### src/rtl/rgmii_tx_pkg.sv
package rgmii_tx_pkg;
    parameter int NIB_W = 4;

    typedef struct packed {
        logic [NIB_W-1:0] lo;    // first-half nibble
        logic [NIB_W-1:0] hi;    // second-half nibble
        logic             c_lo;  // first-half control
        logic             c_hi;  // second-half control
        logic             live;  // set from the first edge after reset
    } tx_pair_t;
endpackage

### src/rtl/rgmii_tx_capture.sv
module rgmii_tx_capture
    import rgmii_tx_pkg::*;
(
    input  logic               clk,
    input  logic               rst_n,
    input  logic [2*NIB_W-1:0] byte_in,
    input  logic               byte_valid,
    input  logic               byte_err,
    output tx_pair_t           pair_q
);
    tx_pair_t pair_d;

    // Same-edge capture: both halves of the byte are taken on the rising edge
    always_comb begin
        pair_d      = pair_q;
        pair_d.lo   = byte_in[NIB_W-1:0];
        pair_d.hi   = byte_in[2*NIB_W-1:NIB_W];
        pair_d.c_lo = byte_valid;
        pair_d.c_hi = byte_valid ^ byte_err;
        pair_d.live = 1'b1;
    end

    always_ff @(posedge clk or negedge rst_n) begin
        if (!rst_n) pair_q <= '0;
        else        pair_q <= pair_d;
    end
endmodule

### src/rtl/rgmii_tx_ddr_lane.sv
module rgmii_tx_ddr_lane (
    input  logic clk,
    input  logic rst_n,
    input  logic rise_val,  // already registered on the rising edge
    input  logic fall_val,  // already registered on the rising edge
    output logic pin
);
    logic fall_d, fall_q;

    always_comb fall_d = fall_val;

    // Retime the second half onto the falling edge
    always_ff @(negedge clk or negedge rst_n) begin
        if (!rst_n) fall_q <= 1'b0;
        else        fall_q <= fall_d;
    end

    assign pin = clk ? rise_val : fall_q;
endmodule

### src/rtl/rgmii_tx_ddr.sv
module rgmii_tx_ddr
    import rgmii_tx_pkg::*;
(
    input  logic               clk,
    input  logic               rst_n,
    input  logic [2*NIB_W-1:0] byte_in,
    input  logic               byte_valid,
    input  logic               byte_err,
    output logic [NIB_W-1:0]   pin_d,
    output logic               pin_ctl,
    output logic               pin_clk
);
    localparam int LANES = NIB_W + 2;  // data lanes, control lane, clock lane

    tx_pair_t         pair_q;
    logic [LANES-1:0] rise_v, fall_v, pins;

    rgmii_tx_capture u_cap (
        .clk        (clk),
        .rst_n      (rst_n),
        .byte_in    (byte_in),
        .byte_valid (byte_valid),
        .byte_err   (byte_err),
        .pair_q     (pair_q)
    );

    // Lane map: [NIB_W-1:0] data, [NIB_W] control, [NIB_W+1] forwarded clock
    always_comb begin
        rise_v = {pair_q.live, pair_q.c_lo, pair_q.lo};
        fall_v = {1'b0,        pair_q.c_hi, pair_q.hi};
    end

    for (genvar g = 0; g < LANES; g++) begin : g_lane
        rgmii_tx_ddr_lane u_lane (
            .clk      (clk),
            .rst_n    (rst_n),
            .rise_val (rise_v[g]),
            .fall_val (fall_v[g]),
            .pin      (pins[g])
        );
    end

    assign pin_d   = pins[NIB_W-1:0];
    assign pin_ctl = pins[NIB_W];
    assign pin_clk = pins[NIB_W+1];

    // High phase (sampled at the falling edge) shows the captured first half
    assert_first_nibble_R1: assert property (@(negedge clk) disable iff (!rst_n)
        pair_q.live |-> pin_d == pair_q.lo);
    assert_first_ctl_R3: assert property (@(negedge clk) disable iff (!rst_n)
        pair_q.live |-> pin_ctl == pair_q.c_lo);
    // Low phase (sampled at the next rising edge) shows the previous byte's upper half
    assert_second_nibble_R2: assert property (@(posedge clk) disable iff (!rst_n)
        pair_q.live |-> pin_d == $past(byte_in[2*NIB_W-1:NIB_W]));
    assert_second_ctl_R4: assert property (@(posedge clk) disable iff (!rst_n)
        pair_q.live |-> pin_ctl == ($past(byte_valid) ^ $past(byte_err)));
    assert_clk_phase_R6: assert property (@(negedge clk) disable iff (!rst_n)
        pair_q.live |-> pin_clk);
    assert_clk_low_R6: assert property (@(posedge clk) disable iff (!rst_n)
        !pin_clk);
    assert_reset_quiet_R7: assert property (@(negedge clk)
        !rst_n |-> (pin_d == '0 && !pin_ctl && !pin_clk));
endmodule

### config.mk
export PLATFORM = sky130hd
export DESIGN_NAME = rgmii_tx_ddr
export DESIGN_NICKNAME = d
export VERILOG_FILES = /design/src/rtl/rgmii_tx_pkg.sv /design/src/rtl/rgmii_tx_capture.sv /design/src/rtl/rgmii_tx_ddr_lane.sv /design/src/rtl/rgmii_tx_ddr.sv
export SDC_FILE = /design/constraint.sdc
export NUM_CORES = 1
export LEC_CHECK = 0
export ABC_AREA = 1
export BUFFER_PORTS_ARGS = -buffer_cell sky130_fd_sc_hd__buf_2
export CORE_ASPECT_RATIO = 0.9
export CORE_MARGIN = 2
export CORE_UTILIZATION = 32
export DETAILED_ROUTE_END_ITERATION = 12
export PLACE_DENSITY = 0.64
export SETUP_SLACK_MARGIN = 0.15
export SLEW_MARGIN = 20
export SYNTH_ARGS = -nofsm -noshare
export SYNTH_HDL_FRONTEND = slang
export SYNTH_SLANG_ARGS = --single-unit
### constraint.sdc
create_clock -name clk -period 0.8 [get_ports clk]
set_input_delay 0.04 -clock clk [delete_from_list [all_inputs] [get_ports clk]]
set_output_delay 0.04 -clock clk [all_outputs]
set_load 0.1 [all_outputs]
==> impl_results.md, run 1 <==
- Status: finished with violations
- Violated checks: setup timing
- GRT overflow: 0
- HP Class: input pin to asynchronous set/reset pin
- Gr usage total: 0.157
- Max IR drop VDD: 3.61 mV
- Vias in the first global route: about 610
- Worst skew pair latency: 0.44 ns
- CTS tree: done
- Pwr per Cell Area: 6310 mW/mm^2
- Post-route setup slack: -0.791 ns
- Max-slew headroom: 0.630
- Worst-path cell chain: nand2_2 -> nand2_8 -> buf_12
- Final setup violation count: 26
- Cell Rows: 13
- Startpoint Class: register
- Syn Area/Cell: between 10 and 15 um^2
- Critical Path RT: roughly 0.76 ns
- Slew Limit Fails: 0
- Yosys top cell by area: dfrtp_1
- Register area share after synthesis: 0.769
- Static Leak: between 0.5 and 0.6 nW
- ANT nets after route: 0
- Pin count of the biggest net entering global routing: 14
- CP Max Fanout: 1
- RSZ-0062 raised after global routing: true
- Initial antenna violation count: 0
- Final nets: 98
- Mapped Area: 520 um^2
- Synth cell types: 7
- HPWL Detailed: 483 um
- Pre-CTS setup slack: -0.602 ns
- Area growth syn-to-layout: 98.1%
- Core ar.: 0.00148 mm^2
- First-pass GRT wire length: 1.85 mm
- # port buffers: 17
- Crit path largest cell delay: 0.41 ns
- Post-layout util: 0.697
- Vias: 431
- Arrival time at the worst endpoint: 1.55 ns
- Final weighted congestion in routability-driven placement: 0.552
- Buffers and inverters on the worst path: 1
- Yosys synthesis warning count: 0
- Critical path type: register to output pin
- DRT Wirelength: 1.04 mm
- Max_cap viols: 0
- Avg Vias per Cell: 3.99
- Layout Skew: between 0.06 and 0.07 ns
- Starting density of the core: 0.352
- Worst-Margin Slew: 0.554 ns
- Placed cell count: 80
- Hold Vio Cnt, Final: 0
- CP max-delay cell: dfrtn_1
- Synth top area share: 0.529
- DIE WIDTH: roughly 47 um
- Layout cells sized above 1: 0.523
- Drt drc: 0
- Top cells by area, synth: dfrtp_1, dfrtn_1, nand2_1, buf_4, inv_1
- Die area: 0.00197 mm^2
- Finished Layout Cells: approximately 110
- 1st-iter DRT viols: 0
- I/O pin total: 18
- Height of the die: 42.3 um
- Avg WL per Cell: around 9.6 um
- Setup crit end kind: output pin
- CTS clk-pin slew, worst paths: 0.09 ns
- Cell family with most CP delay: flip-flops
- Total power: 6.50 mW
- Most frequent cells in the layout: nand2_1, dlygate4sd3_1, buf_2, dfrtp_1
- Drt first pass iters: 1
- Syn nets: 56
- Register bit total from synthesis: 16
- Ant. Diodes: 0
- Post-Syn Instances: 44
final cells by class:
cell class                      count  area (um^2)
Fill cell                         106          449
Timing Repair Buffer               23          173
Clock buffer                       17          244
Clock inverter                      8         65.1
Tap cell                           22         27.5
Sequential cell                    16          400
Inverter                            2         7.51
Multi-Input combinational cell     20          114
what timing repair did:
| action | in CTS | in global routing |
|---|---|---|
| hold buffers | 11 | 1 |
| pin swaps | 2 | 2 |
| endpoints found under the hold margin | 26 | 16 |
| resized for setup | 32 | 1 |
| endpoints found under the setup margin | 22 | 31 |
| setup buffers | 4 | 0 |
per-stage QoR:
step	hold WS (ns)	instance area, um^2	TNS [ns]
6_report	0.0373	1030	-5.04
5_1_grt	0.0779	1030	-6.07
4_1_cts	0.0583	1030	-5.36
3_5_place_dp	-0.0595	648	-3.25
3_3_place_gp	-0.0667	648	-3.18
2_1_floorplan	-0.256	608	-2.02
logic make-up (layout without fill, tap and decap cells):
kind of cell / count (synthesis) / after routing / synth area share
AND/OR/NAND/NOR: 19 / 19 / 0.137
buffers and inverters: 8 / 50 / 0.0865
other: 1 / 1 / 0.00720
flip-flops: 16 / 16 / 0.769
flip-flops by register name, summed over array words and instances, names as in the netlist:
| signal | cells |
|---|---|
| u_cap.pair_q | 11 |
| g_lane.u_lane.fall_q | 5 |
worst paths after layout:
path	startpoint	endpoint	slack, ns	cells past startpoint
max reg2reg	u_cap.pair_q[6]	g_lane[3].u_lane.fall_q	-0.18	0
max	g_lane[4].u_lane.fall_q	pin_ctl	-0.79	3
min in group clk	byte_in[1]	u_cap.pair_q[8]	0.15	2
min	rst_n	u_cap.pair_q[8]	0.04	2
max in group asynchronous	rst_n	g_lane[3].u_lane.fall_q	-0.08	2
min reg2reg	u_cap.pair_q[1]	g_lane[4].u_lane.fall_q	0.64	0
routing by layer:
layer  vias to the layer above  GRT usage  share of wire
met5                         -          0              0
met4                         0      0.286          0.039
met3                         6      0.164          0.082
met2                        19      0.161           0.54
met1                       201     0.0983           0.34
li1                        205          -              -
power breakdown:
group / total [mW] / switching [mW] / internal [mW]
combinational: 0.0923 / 0.0333 / 0.0590
sequential: 0.869 / 0.0134 / 0.856
clock: 5.54 / 3.01 / 2.53
cell usage after synthesis:
cell type,n
buf_4,4
nand2_1,19
dfrtn_1,5
inv_1,3
dfrtp_1,11
conb_1,1
inv_2,1
No activity file was read; power rests on OpenSTA's default activity.
==> inputs of run 2 (changes only) <==
==> constraint.sdc (replaced) <==
create_clock -name clk -period 0.8 [get_ports clk]
set_input_delay 0.04 -clock clk [delete_from_list [all_inputs] [get_ports clk]]
set_output_delay 0.04 -clock clk [all_outputs]
set_load 0.05 [all_outputs]
==> impl_results.md, run 2 (synthesized netlist as in run 1, its figures left out) <==
- Status: finished with violations
- Violated checks: setup timing
- Clock network power share: 0.751 (-0.101)
- Height of the die: 42.3 um (unchanged)
- Critical path type: register to output pin
- GRT overflow: 0 (unchanged)
- CP Launch Point: g_lane[1].u_lane.fall_q
- Sequential Power Share: 0.226 (+0.092)
- Layout Skew: 0.00296 ns (-0.0657 ns)
- Post-layout util: 0.578 (-0.118)
- Leading registers by flop count: u_cap.pair_q x11, g_lane.u_lane.fall_q x5
- Avg WL per Cell: 7.87 um (-18%)
- Power share of the combinational group: 0.023 (+0.009)
- 1st-iter DRT viols: 8 (+8)
- Final Instance Area: 856 um^2 (-17%)
- Cell Rows: 13 (unchanged)
- P_sw: 1.78 mW (-42%)
- Avg Vias per Cell: 3.85 (-3.4%)
- Vias in the first global route: 502 (-18%)
- Setup crit end kind: output pin
- HPWL Detailed: 476 um (-1.4%)
- Layout cells sized above 1: 0.432 (-0.0912)
- Drt first pass iters: 2 (+1)
- Pint: 2.05 mW (-40%)
- I/O pin total: 18 (unchanged)
- Slew Limit Fails: 0 (unchanged)
- DIE WIDTH: 46.5 um (unchanged)
- Largest Register: u_cap.pair_q
- Most frequent cells in the layout: nand2_1, dlygate4sd3_1, dfrtp_1
- Pwr per Cell Area: 4480 mW/mm^2 (-29%)
- Most common cell after layout, fill and taps aside: nand2_1
- Max IR drop VDD: 2.53 mV (-30%)
- Final weighted congestion in routability-driven placement: 0.532 (-3.6%)
- Drt drc: 0 (unchanged)
- CTS tree: done
- Worst skew pair latency: 0.42 ns (-0.02 ns)
- Startpoint Class: register
- Post-route setup slack: -0.733 ns (+0.0577 ns)
- Final nets: 93 (-5.1%)
- Die area: 0.00197 mm^2 (unchanged)
- Critical Path RT: 0.76 ns (about the same)
- Vias: 397 (-7.9%)
- Core ar.: 0.00148 mm^2 (unchanged)
- RSZ-0062 raised after global routing: true
- Area growth syn-to-layout: 64.4%
- Starting density of the core: 0.352 (unchanged)
- Pre-CTS setup slack: -0.377 ns (+0.225 ns)
- Pin count of the biggest net entering global routing: 17 (+3)
- CP max-delay cell: dfrtn_1
- CTS clk-pin slew, worst paths: 0.14 ns (+0.05 ns)
- Final setup violation count: 22 (-15%)
- Critical path's most frequent cell: nand2_1
- ANT nets after route: 0 (unchanged)
- CP Max Fanout: 1 (unchanged)
- Gr usage total: 0.128 (-0.0292)
- Hold Vio Cnt, Final: 0 (unchanged)
- # port buffers: 17 (unchanged)
- Setup TNS: -4.49 ns (+0.551 ns)
- Post-DP Area: 611 um^2 (-5.8%)
- Worst-path cell chain: nand2_1 -> nand2_1 -> buf_6
- Arrival time at the worst endpoint: 1.49 ns (-0.06 ns)
- Ant. Diodes: 0 (unchanged)
- Max reg flops: 11 (unchanged)
- Hold slack: 0.0000149 ns (-0.0372 ns)
- First-pass GRT wire length: 1.59 mm (-14%)
- DRT Wirelength: 811 um (-22%)
- Crit path largest cell delay: 0.41 ns (about the same)
- Max_cap viols: 0 (unchanged)
- Switching share of power: 0.464 (-0.00585)
- HP Class: input pin to asynchronous set/reset pin
- Static Leak: 0.452 nW (-13%)
- Initial antenna violation count: 0 (unchanged)
- Worst R2R Start: u_cap.pair_q[4]
run 2: cell types whose count changed in the layout (fill, tap and decap cells not counted), moves of 2 or more:
| cell | delta |
|---|---|
| buf_6 | +3 |
| buf_4 | -3 |
| nand2_1 | +4 |
| clkbuf_8 | -2 |
| clkbuf_4 | +4 |
| nand2_2 | -3 |
| buf_12 | -6 |
run 2: path summary, 6_finish.rpt:
check	endpoint	slack (ns)	cells after the start
setup / recovery	pin_d[1]	-0.73	3
hold / removal	u_cap.pair_q[6]	0.00001	2
setup reg to reg	g_lane[1].u_lane.fall_q	-0.12	0
hold reg to reg	g_lane[4].u_lane.fall_q	0.64	0
max in group asynchronous	g_lane[2].u_lane.fall_q	0.29	2
min in group clk	u_cap.pair_q[4]	0.24	2
run 2: per-stage QoR:
| stage | instances | power, mW |
|---|---|---|
| CTS | 103 | 3.86 |
| global route | 103 | 4.12 |
| global placement | 79 | 2.29 |
| floorplan | 44 | 2.44 |
| detailed placement | 79 | 2.30 |
| finish | 103 | 3.83 |
run 2: repair_timing:
| item | in CTS | in global routing |
|---|---|---|
| setup buffers | 0 | 0 |
| endpoints found under the hold margin | 26 | 0 |
| pin swaps | 2 | 0 |
| hold buffers | 11 | 0 |
| gates resized for setup | 14 | 5 |
| setup endpoints to repair | 22 | 27 |
| gates cloned | 0 | 0 |
run 2: power by group through the flow:
| stage | clock network [mW] | registers [mW] | logic, mW |
|---|---|---|---|
| finish | 2.88 | 0.865 | 0.0888 |
| global route | 3.15 | 0.871 | 0.102 |
| CTS | 2.91 | 0.865 | 0.0888 |
| detailed placement | 1.37 | 0.880 | 0.0486 |
| global placement | 1.37 | 0.878 | 0.0455 |
| floorplan | 1.56 | 0.878 | 0.00562 |
run 2: area by class of cell:
cell class	instances	area, um^2
Multi-Input combinational cell	20	90.1
Clock buffer	14	131
Inverter	2	7.51
Clock inverter	7	31.3
Fill cell	134	624
Tap cell	22	27.5
Timing Repair Buffer	22	168
Sequential cell	16	400
run 2: metal layers:
| layer | GRT usage | part of all wire | routed length (um) |
|---|---|---|---|
| met1 | 0.0886 | 0.35 | 287 |
| met2 | 0.139 | 0.52 | 422 |
| met3 | 0.151 | 0.13 | 102 |
| met4 | 0.177 | 0 | 0 |
| met5 | 0 | 0 | 0 |
run 2: critical path, delay by kind of cell (launching register included):
kind	cells	cell delay, ns
and+or+nand+nor	2	0.11
buffers and inverters	1	0.15
DFF	1	0.41
==> inputs of run 3 (changes only) <==
--- a/config.mk
+++ b/config.mk
@@ -8,7 +8,7 @@
 export ABC_AREA = 1
 export BUFFER_PORTS_ARGS = -buffer_cell sky130_fd_sc_hd__buf_2
 export CORE_ASPECT_RATIO = 0.9
-export CORE_MARGIN = 2
+export CORE_MARGIN = 5
 export CORE_UTILIZATION = 32
 export DETAILED_ROUTE_END_ITERATION = 12
 export PLACE_DENSITY = 0.64
==> impl_results.md, run 3 (synthesized netlist as in run 1, its figures left out) <==
- Drt drc: 0 (unchanged)
- Slew Limit Fails: 0 (unchanged)
- DIE WIDTH: 52.5 um (+13%)
- Setup crit end kind: output pin
- Status: finished with violations
- Post-layout util: 0.586 (+0.00793)
- # port buffers: 17 (unchanged)
- HP Class: input pin to asynchronous set/reset pin
- Post-DP Area: 618 um^2 (+1.2%)
- Leading registers by flop count: u_cap.pair_q x11, g_lane.u_lane.fall_q x5
- Final weighted congestion in routability-driven placement: 0.632 (+19%)
- Vias: 391 (-1.5%)
- Final Instance Area: 877 um^2 (+2.5%)
- 1st-iter DRT viols: 0 (-8)
- Avg WL per Cell: 9.88 um (+26%)
- Filler cell count: 136 (+1.5%)
- CP Max Fanout: 1 (unchanged)
- I/O pin total: 18 (unchanged)
- RSZ-0062 raised after global routing: true
- First-pass GRT wire length: 1.79 mm (+12%)
- Ant. Diodes: 0 (unchanged)
- Final nets: 94 (+1.1%)
- Worst-path cell chain: nand2_2 -> nand2_4 -> buf_8
- Starting density of the core: 0.348 (-0.00382)
- Largest Register: u_cap.pair_q
- Pwr per Cell Area: 4600 mW/mm^2 (+2.8%)
- Max_cap viols: 0 (unchanged)
- Critical path type: register to output pin
- Cell Rows: 13 (unchanged)
- ANT nets after route: 0 (unchanged)
- Violated checks: setup timing
- Most common cell after layout, fill and taps aside: nand2_1
- Startpoint Class: register
- Worst skew pair latency: 0.42 ns (about the same)
- Hold Vio Cnt, Final: 0 (unchanged)
- Static Leak: 0.464 nW (+2.6%)
- Area growth syn-to-layout: 68.5%
- CP max-delay cell: dfrtn_1
- Buffers and inverters on the worst path: 1 (unchanged)
- Core ar.: 0.00150 mm^2 (+1.1%)
- Drt first pass iters: 1 (-1)
- Layout Skew: 0.00636 ns (+0.00340 ns)
- Setup TNS: -4.60 ns (-0.109 ns)
- Arrival time at the worst endpoint: 1.50 ns (about the same)
- DRT Wirelength: 1.03 mm (+27%)
- CTS clk-pin slew, worst paths: 0.14 ns (about the same)
- Final setup violation count: 22 (unchanged)
- Post-route setup slack: -0.736 ns (-0.00228 ns)
- Layout cells sized above 1: 0.439 (+0.00693)
- Post-CTS Setup Inserts: 0 (unchanged)
- Initial antenna violation count: 0 (unchanged)
- GRT overflow: 0 (unchanged)
- CTS tree: done
- Avg Vias per Cell: 3.76 (-2.5%)
- Height of the die: 48.3 um (+14%)
- Cell family with most CP delay: flip-flops
- Vias in the first global route: 512 (+2.0%)
- Max IR drop VDD: 2.25 mV (-11%)
- HPWL Detailed: 523 um (+9.9%)
- Critical Path RT: 0.76 ns (about the same)
- Total power: 4.04 mW (+5.4%)
- Gr usage total: 0.113 (-0.0153)
- Hold slack: 0.0148 ns (+0.0148 ns)
- Max reg flops: 11 (unchanged)
- Crit path largest cell delay: 0.42 ns (about the same)
- Die area: 0.00253 mm^2 (+29%)
- Most frequent cells in the layout: nand2_1, dlygate4sd3_1, buf_2, dfrtp_1, clkbuf_4
- Pin count of the biggest net entering global routing: 14 (-3)
## run 3: changes by cell type in the layout (fill, tap and decap cells not counted), sizes merged
cell / change
buf: +2
inv: -1
## run 3: final timing paths
| path | start | cells past startpoint | slack, ns | endpoint |
|---|---|---|---|---|
| max in group asynchronous | rst_n | 2 | 0.24 | g_lane[1].u_lane.fall_q |
| setup reg to reg | u_cap.pair_q[3] | 0 | -0.14 | g_lane[0].u_lane.fall_q |
| hold reg to reg | u_cap.pair_q[6] | 0 | 0.64 | g_lane[3].u_lane.fall_q |
| min in group clk | byte_in[6] | 2 | 0.24 | u_cap.pair_q[5] |
| setup / recovery | g_lane[4].u_lane.fall_q | 3 | -0.74 | pin_ctl |
| hold / removal | rst_n | 2 | 0.01 | u_cap.pair_q[2] |
## run 3: what timing repair did
action,CTS,global route
pin swaps,2,3
endpoints found under the setup margin,22,22
cloned,0,0
hold buffers,11,0
resized for setup,14,4
hold endpoints to repair,26,0
## run 3: per-stage QoR
stage	instances	setup WS, ns
2_1_floorplan	44	-0.258
3_3_place_gp	80	-0.372
3_5_place_dp	80	-0.372
4_1_cts	104	-0.754
5_1_grt	104	-0.808
6_report	104	-0.736
## run 3: where the power goes
part | internal [mW] | switching, mW | total [mW] | leakage [nW]
clock network | 1.32 | 1.76 | 3.08 | 0.160
logic | 0.0590 | 0.0333 | 0.0923 | 0.117
registers | 0.854 | 0.0120 | 0.866 | 0.187
total | 2.23 | 1.80 | 4.04 | 0.464
## run 3: metal layers
layer  track usage  share of wire  routed length (um)  vias to the layer above
met5             0              0                   0                        -
met4         0.153          0.059                  61                        0
met3         0.144           0.12                 125                        6
met2         0.131           0.50                 514                       22
met1        0.0734           0.32                 327                      167
li1              -              -                   -                      196
## run 3: final cells by class
cell class                      count  area [um^2]  area share
Inverter                            2         7.51     0.00856
Multi-Input combinational cell     20         90.1       0.103
Clock buffer                       15          156       0.178
Sequential cell                    16          400       0.456
Timing Repair Buffer               23          173       0.197
Tap cell                           22         27.5      0.0314
Clock inverter                      6         22.5      0.0257
